==> src/rtl/ovf_alu_pkg.sv <==
package ovf_alu_pkg;

  typedef enum logic [2:0] {
    OP_SET  = 3'd0,
    OP_ADD  = 3'd1,
    OP_MUL  = 3'd2,
    OP_DIV  = 3'd3,
    OP_MOD  = 3'd4,
    OP_SHR  = 3'd5,
    OP_BOR  = 3'd6,
    OP_RSVD = 3'd7
  } alu_op_e;

  // Strobes from control to datapath
  typedef struct packed {
    alu_op_e resSel;        // which function drives the result
    logic    dstWrite;      // write-back to ordinary destination
    logic    ovfWrite;      // O is updated this edge
    logic    ovfFromResult; // O takes the result rather than the companion
  } alu_strobe_t;

endpackage

==> src/rtl/ovf_alu_divider.sv <==
module ovf_alu_divider #(
  parameter int W = 16
) (
  input  logic [W-1:0] num,
  input  logic [W-1:0] den,
  output logic [W-1:0] quo,
  output logic [W-1:0] frac,
  output logic [W-1:0] rem
);
  localparam int WW = 2 * W;

  logic [WW-1:0] wideNum;
  logic [WW-1:0] wideDen;
  logic [WW-1:0] wideQuo;
  logic          denZero;

  assign denZero = (den == '0);
  assign wideNum = {num, {W{1'b0}}};
  assign wideDen = {{W{1'b0}}, den};

  // One wide division yields the integer part (upper half)
  // and the binary fraction (lower half) together.
  always_comb begin
    if (denZero) begin
      wideQuo = '0;
      rem     = '0;
    end else begin
      wideQuo = wideNum / wideDen;
      rem     = num % den;
    end
  end

  assign quo  = wideQuo[WW-1:W];
  assign frac = wideQuo[W-1:0];

endmodule

==> src/rtl/ovf_alu_ctrl.sv <==
module ovf_alu_ctrl
  import ovf_alu_pkg::*;
(
  input  logic        opValid,
  input  logic [2:0]  opCode,
  input  logic        dstIsOvf,
  output alu_strobe_t strobe
);
  alu_op_e op;
  logic    known;
  logic    hasCompanion;

  assign op = alu_op_e'(opCode);

  always_comb begin
    known        = 1'b1;
    hasCompanion = 1'b0;
    unique case (op)
      OP_ADD, OP_MUL, OP_DIV, OP_SHR: hasCompanion = 1'b1;
      OP_SET, OP_MOD, OP_BOR:         hasCompanion = 1'b0;
      default:                        known        = 1'b0;
    endcase
  end

  always_comb begin
    strobe.resSel        = op;
    strobe.dstWrite      = opValid && known && !dstIsOvf;
    strobe.ovfWrite      = opValid && known && (hasCompanion || dstIsOvf);
    strobe.ovfFromResult = dstIsOvf && !hasCompanion;
  end

endmodule

==> src/rtl/ovf_alu_datapath.sv <==
module ovf_alu_datapath
  import ovf_alu_pkg::*;
#(
  parameter int W = 16
) (
  input  logic        clk,
  input  logic        rst,
  input  alu_strobe_t strobe,
  input  logic [W-1:0] opA,
  input  logic [W-1:0] opB,
  output logic        wbValid,
  output logic [W-1:0] wbData,
  output logic [W-1:0] ovfOut
);
  localparam int SHW = $clog2(W);
  localparam int WW  = 2 * W;

  logic [W:0]     sumFull;
  logic [WW-1:0]  prodFull;
  logic [W-1:0]   divQuo;
  logic [W-1:0]   divFrac;
  logic [W-1:0]   modRem;
  logic [SHW-1:0] shAmt;
  logic [W-1:0]   shrVal;
  logic [W-1:0]   shrLost;
  logic [W-1:0]   resVal;
  logic [W-1:0]   compVal;
  logic [W-1:0]   ovfReg;

  assign sumFull  = {1'b0, opA} + {1'b0, opB};
  assign prodFull = {{W{1'b0}}, opA} * {{W{1'b0}}, opB};

  ovf_alu_divider #(.W(W)) u_div (
    .num  (opA),
    .den  (opB),
    .quo  (divQuo),
    .frac (divFrac),
    .rem  (modRem)
  );

  assign shAmt   = opB[SHW-1:0];
  assign shrVal  = opA >> shAmt;
  assign shrLost = opA & ~({W{1'b1}} << shAmt);

  always_comb begin
    resVal  = '0;
    compVal = '0;
    case (strobe.resSel)
      OP_SET: resVal = opB;
      OP_ADD: begin
        resVal  = sumFull[W-1:0];
        compVal = {{(W-1){1'b0}}, sumFull[W]};
      end
      OP_MUL: begin
        resVal  = prodFull[W-1:0];
        compVal = prodFull[WW-1:W];
      end
      OP_DIV: begin
        resVal  = divQuo;
        compVal = divFrac;
      end
      OP_MOD: resVal = modRem;
      OP_SHR: begin
        resVal  = shrVal;
        compVal = shrLost;
      end
      OP_BOR: resVal = opA | opB;
      default: begin
        resVal  = '0;
        compVal = '0;
      end
    endcase
  end

  always_ff @(posedge clk) begin
    if (rst) begin
      wbValid <= 1'b0;
      wbData  <= '0;
      ovfReg  <= '0;
    end else begin
      wbValid <= strobe.dstWrite;
      if (strobe.dstWrite) wbData <= resVal;
      if (strobe.ovfWrite) ovfReg <= strobe.ovfFromResult ? resVal : compVal;
    end
  end

  assign ovfOut = ovfReg;

endmodule

==> src/rtl/ovf_alu.sv <==
module ovf_alu
  import ovf_alu_pkg::*;
#(
  parameter int W = 16
) (
  input  logic         clk,
  input  logic         rst,
  input  logic         opValid,
  input  logic [2:0]   opCode,
  input  logic [W-1:0] opA,
  input  logic [W-1:0] opB,
  input  logic         dstIsOvf,
  output logic         wbValid,
  output logic [W-1:0] wbData,
  output logic [W-1:0] ovfOut
);
  alu_strobe_t strobe;

  ovf_alu_ctrl u_ctrl (
    .opValid  (opValid),
    .opCode   (opCode),
    .dstIsOvf (dstIsOvf),
    .strobe   (strobe)
  );

  ovf_alu_datapath #(.W(W)) u_dp (
    .clk     (clk),
    .rst     (rst),
    .strobe  (strobe),
    .opA     (opA),
    .opB     (opB),
    .wbValid (wbValid),
    .wbData  (wbData),
    .ovfOut  (ovfOut)
  );

endmodule

==> config.mk <==
export PLATFORM = sky130hd
export DESIGN_NAME = ovf_alu
export DESIGN_NICKNAME = d
export VERILOG_FILES = /design/src/rtl/ovf_alu_pkg.sv /design/src/rtl/ovf_alu_divider.sv /design/src/rtl/ovf_alu_ctrl.sv /design/src/rtl/ovf_alu_datapath.sv /design/src/rtl/ovf_alu.sv
export SDC_FILE = /design/constraint.sdc
export NUM_CORES = 2
export LEC_CHECK = 0
export BUFFER_PORTS_ARGS = -buffer_cell sky130_fd_sc_hd__buf_4
export CAP_MARGIN = 20
export CORE_UTILIZATION = 55
export DETAILED_ROUTE_END_ITERATION = 6
export GPL_ROUTABILITY_DRIVEN = 0
export PLACE_DENSITY = 0.72
export SYNTH_ARGS = -nofsm -noshare
export SYNTH_HDL_FRONTEND = slang
export SYNTH_SLANG_ARGS = --single-unit
==> constraint.sdc <==
create_clock -name clk -period 141.2 [get_ports clk]
set_clock_uncertainty 0.15 [all_clocks]
set_input_delay 28.24 -clock clk [delete_from_list [all_inputs] [get_ports clk]]
set_output_delay 28.24 -clock clk [all_outputs]
set_load 0.02 [all_outputs]
==> out/qor.csv <==
stage;metric;value;unit
outcome;run status;complete, but fails checks;
outcome;failing checks;DRC;
critical_path;Worst path most repeated cell;o21a_1;
floorplan;Die X-Extent;278;um
critical_path;critical path's top delay family;compound AO/OA/AOI/OAI gates;
global_route;largest net degree at the start of global routing;38;
critical_path;crit end category;register;
logic_synthesis;Yosys cell types;126;
logic_synthesis;Yosys warning count;0;
global_route;first-pass GRT wire length;228000;um
cts;CTS H-tree depth;2;
min_path;Min-Delay Path Class;reg2reg;
sta;Final Slew Violations;0;
logic_synthesis;post-synthesis sequential area ratio;0.0158;
sta;Final Cycle Share;0.881;
detailed_routing;vias per inst;6.68;
cts;root buffer cell;clkbuf_16;
cts;hold_buf cts;0;
global_route;antenna violations before repair;4;
logic_synthesis;Synth Area per Inst;7.21;um^2
cts;Post-CTS Repair Setup Buffers;0;
logic_synthesis;top cell type's share of synthesized area;0.194;
placement;DP HPWL;112000;um
cells_and_area;area growth from synthesis to layout;3.66;%
logic_synthesis;Area contributors post-synth;ha_1 19%, fa_1 9.4%, nor2_1 5.1%;
cts;clk sink count;33;
cts;clock-pin slew on the worst setup and hold paths;0.08;ns
detailed_routing;Detailed Route WL;146000;um
floorplan;Ports;72;
critical_path;critical path's largest stage delay;0.90;ns
critical_path;critical path buffer and inverter count;19;
floorplan;Core Footprint;0.0749;mm^2
sta;maximum clock rate;0.00804;GHz
global_route;All-Layer GR Usage;0.367;
logic_synthesis;Most used DFF post-synth;dfxtp_1;
critical_path;CP max FO;31;
sta;Worst Tran Pin Value;1.26;ns
detailed_routing;drt drc;14;
floorplan;Die ar.;0.0772;mm^2
placement;Port-buffer cells;71;
job;maxcap violations;0;
critical_path;type of origin of the critical path;input pin;
sta;relative slew slack;0.153;
cts;CTS tree;yes;
critical_path;critical path data required time;141.23;ns
sta;Final Hold Viols;0;
detailed_routing;wire per inst;21.8;um
sta;final setup fails;0;
floorplan;num rows;100;
detailed_routing;total number of vias;44800;
logic_synthesis;Post-synth EDFFs;0;
logic_synthesis;Synth area leader;ha_1;
critical_path;slowest CP cell;nor3_1;
logic_synthesis;Post-synth top cells;650 x ha_1, 569 x nor2_1, 546 x nand2_1, 405 x a21oi_1, 376 x inv_1;
critical_path;critical path class;in2reg;
global_route;grt ovf;0;
logic_synthesis;flops & latches, synth;33;
logic_synthesis;Net Count, Synth;6696;
detailed_routing;Routed Antenna Nets;0;
critical_path;crit path DAT;124.36;ns
global_route;vias in the first global route;41200;
cells_and_area;fillcell total;7042;
floorplan;initial cell density of the core;0.559;
cts;Resized cells post-CTS;0;
cts;clock insertion delay at the later pin of the skew report;0.31;ns
cts;Clock Tree Buf Depth;2;
logic_synthesis;cells after synthesis;5810;
sta;setup repair after global routing missed its margin;no;
sta;crit path time final;124.33;ns
logic_synthesis;cell with the most instances after synthesis;ha_1;
detailed_routing;first-iteration detailed-routing DRC count;5410;
logic_synthesis;ys async rst share;0;
sta;Setup TNS Final;0;ns
cells_and_area;fraction of layout instances using a drive strength above 1;0.0772;
cts;CTS Buf Count;5;
logic_synthesis;Mapped Area;0.0419;mm^2
floorplan;Die H;278;um
detailed_routing;first drt pass iteration count;7;
cells_and_area;Nets;6612;
[worst reg2reg max path, delay by kind of cell (launching register included)]
kind,cells,cell delay [ns]
AO/OA/AOI/OAI,1,0.27
flip-flops,1,0.60
AND/OR/NAND/NOR,1,0.12
[state kept, by name, indices dropped and copies added, names as in the netlist]
name          cells
u_dp.wbData      16
u_dp.wbValid      1
u_dp.ovfOut      16
[final timing paths]
check,startpoint,end,slack (ns),depth (start not counted)
setup / recovery,opB[15],u_dp.ovfOut[0]$_SDFFE_PP0P_,16.87,425
hold / removal,u_dp.ovfOut[10]$_SDFFE_PP0P_,u_dp.ovfOut[10]$_SDFFE_PP0P_,0.35,2
setup reg to reg,u_dp.ovfOut[0]$_SDFFE_PP0P_,u_dp.ovfOut[0]$_SDFFE_PP0P_,139.97,2
hold reg to reg,u_dp.ovfOut[10]$_SDFFE_PP0P_,u_dp.ovfOut[10]$_SDFFE_PP0P_,0.35,2
[layer usage]
metal	GRT usage	vias up	wire length [um]
met5	0	-	24
met4	0.133	4	6390
met3	0.0892	461	17400
met2	0.548	2317	59000
met1	0.509	20900	63200
li1	-	21200	-
[layout by cell type (no fill, tap or decap), types with 33 or more instances in the layout]
cell type  count
ha_1         650
o31ai_1      145
nor2_1       567
nor3_1       269
a211oi_1      53
mux2_2       110
dfxtp_1       33
nand2b_1     101
a31oi_1       40
or3_1         38
xor2_1       111
o21bai_1      46
mux2i_1       44
o21ai_0      263
fa_1         197
buf_4        126
inv_1        365
o211ai_1      50
a21o_1       187
nor2b_1       45
o21a_1       250
and2_1        54
or2_2         69
nand4_1       65
nand2_1      546
nand3_1      133
a21oi_1      402
xnor2_1      176
[cell families after synthesis]
family | Yosys count | synth area share
mux | 170 | 0.0460
flops | 33 | 0.0158
simple gates | 2061 | 0.237
xor+xnor | 288 | 0.0604
compound gates | 1807 | 0.296
fa+ha+maj | 848 | 0.289
buf+inv | 603 | 0.0554
[through the flow]
| stage | std cells | hold WS, ns | util | setup WS [ns] | instance area [um^2] |
|---|---|---|---|---|---|
| 3_5_place_dp | 6686 | 0.331 | 0.577 | 18.67 | 43200 |
| 5_1_grt | 6697 | 0.380 | 0.579 | 9.85 | 43400 |
| 3_3_place_gp | 6686 | 0.330 | 0.577 | 21.03 | 43200 |
| 6_report | 6700 | 0.346 | 0.579 | 16.87 | 43400 |
| 2_1_floorplan | 5810 | 0.411 | - | 25.33 | 41900 |
| 4_1_cts | 6694 | 0.350 | 0.579 | 18.64 | 43400 |
[cell type report]
cell class	count	area, um^2	area share
Sequential cell	33	661	0.0152
Tap cell	969	1210	0.0279
Clock buffer	5	125	0.00288
Timing Repair Buffer	127	953	0.0220
Antenna cell	4	10.0	0.000231
Clock inverter	3	46.3	0.00107
Inverter	385	1450	0.0334
Multi-Input combinational cell	5174	39000	0.897
Power is left out: the tool's default activity adds up to more than one toggle a clock period on the data nets, which glitch-free logic cannot reach.
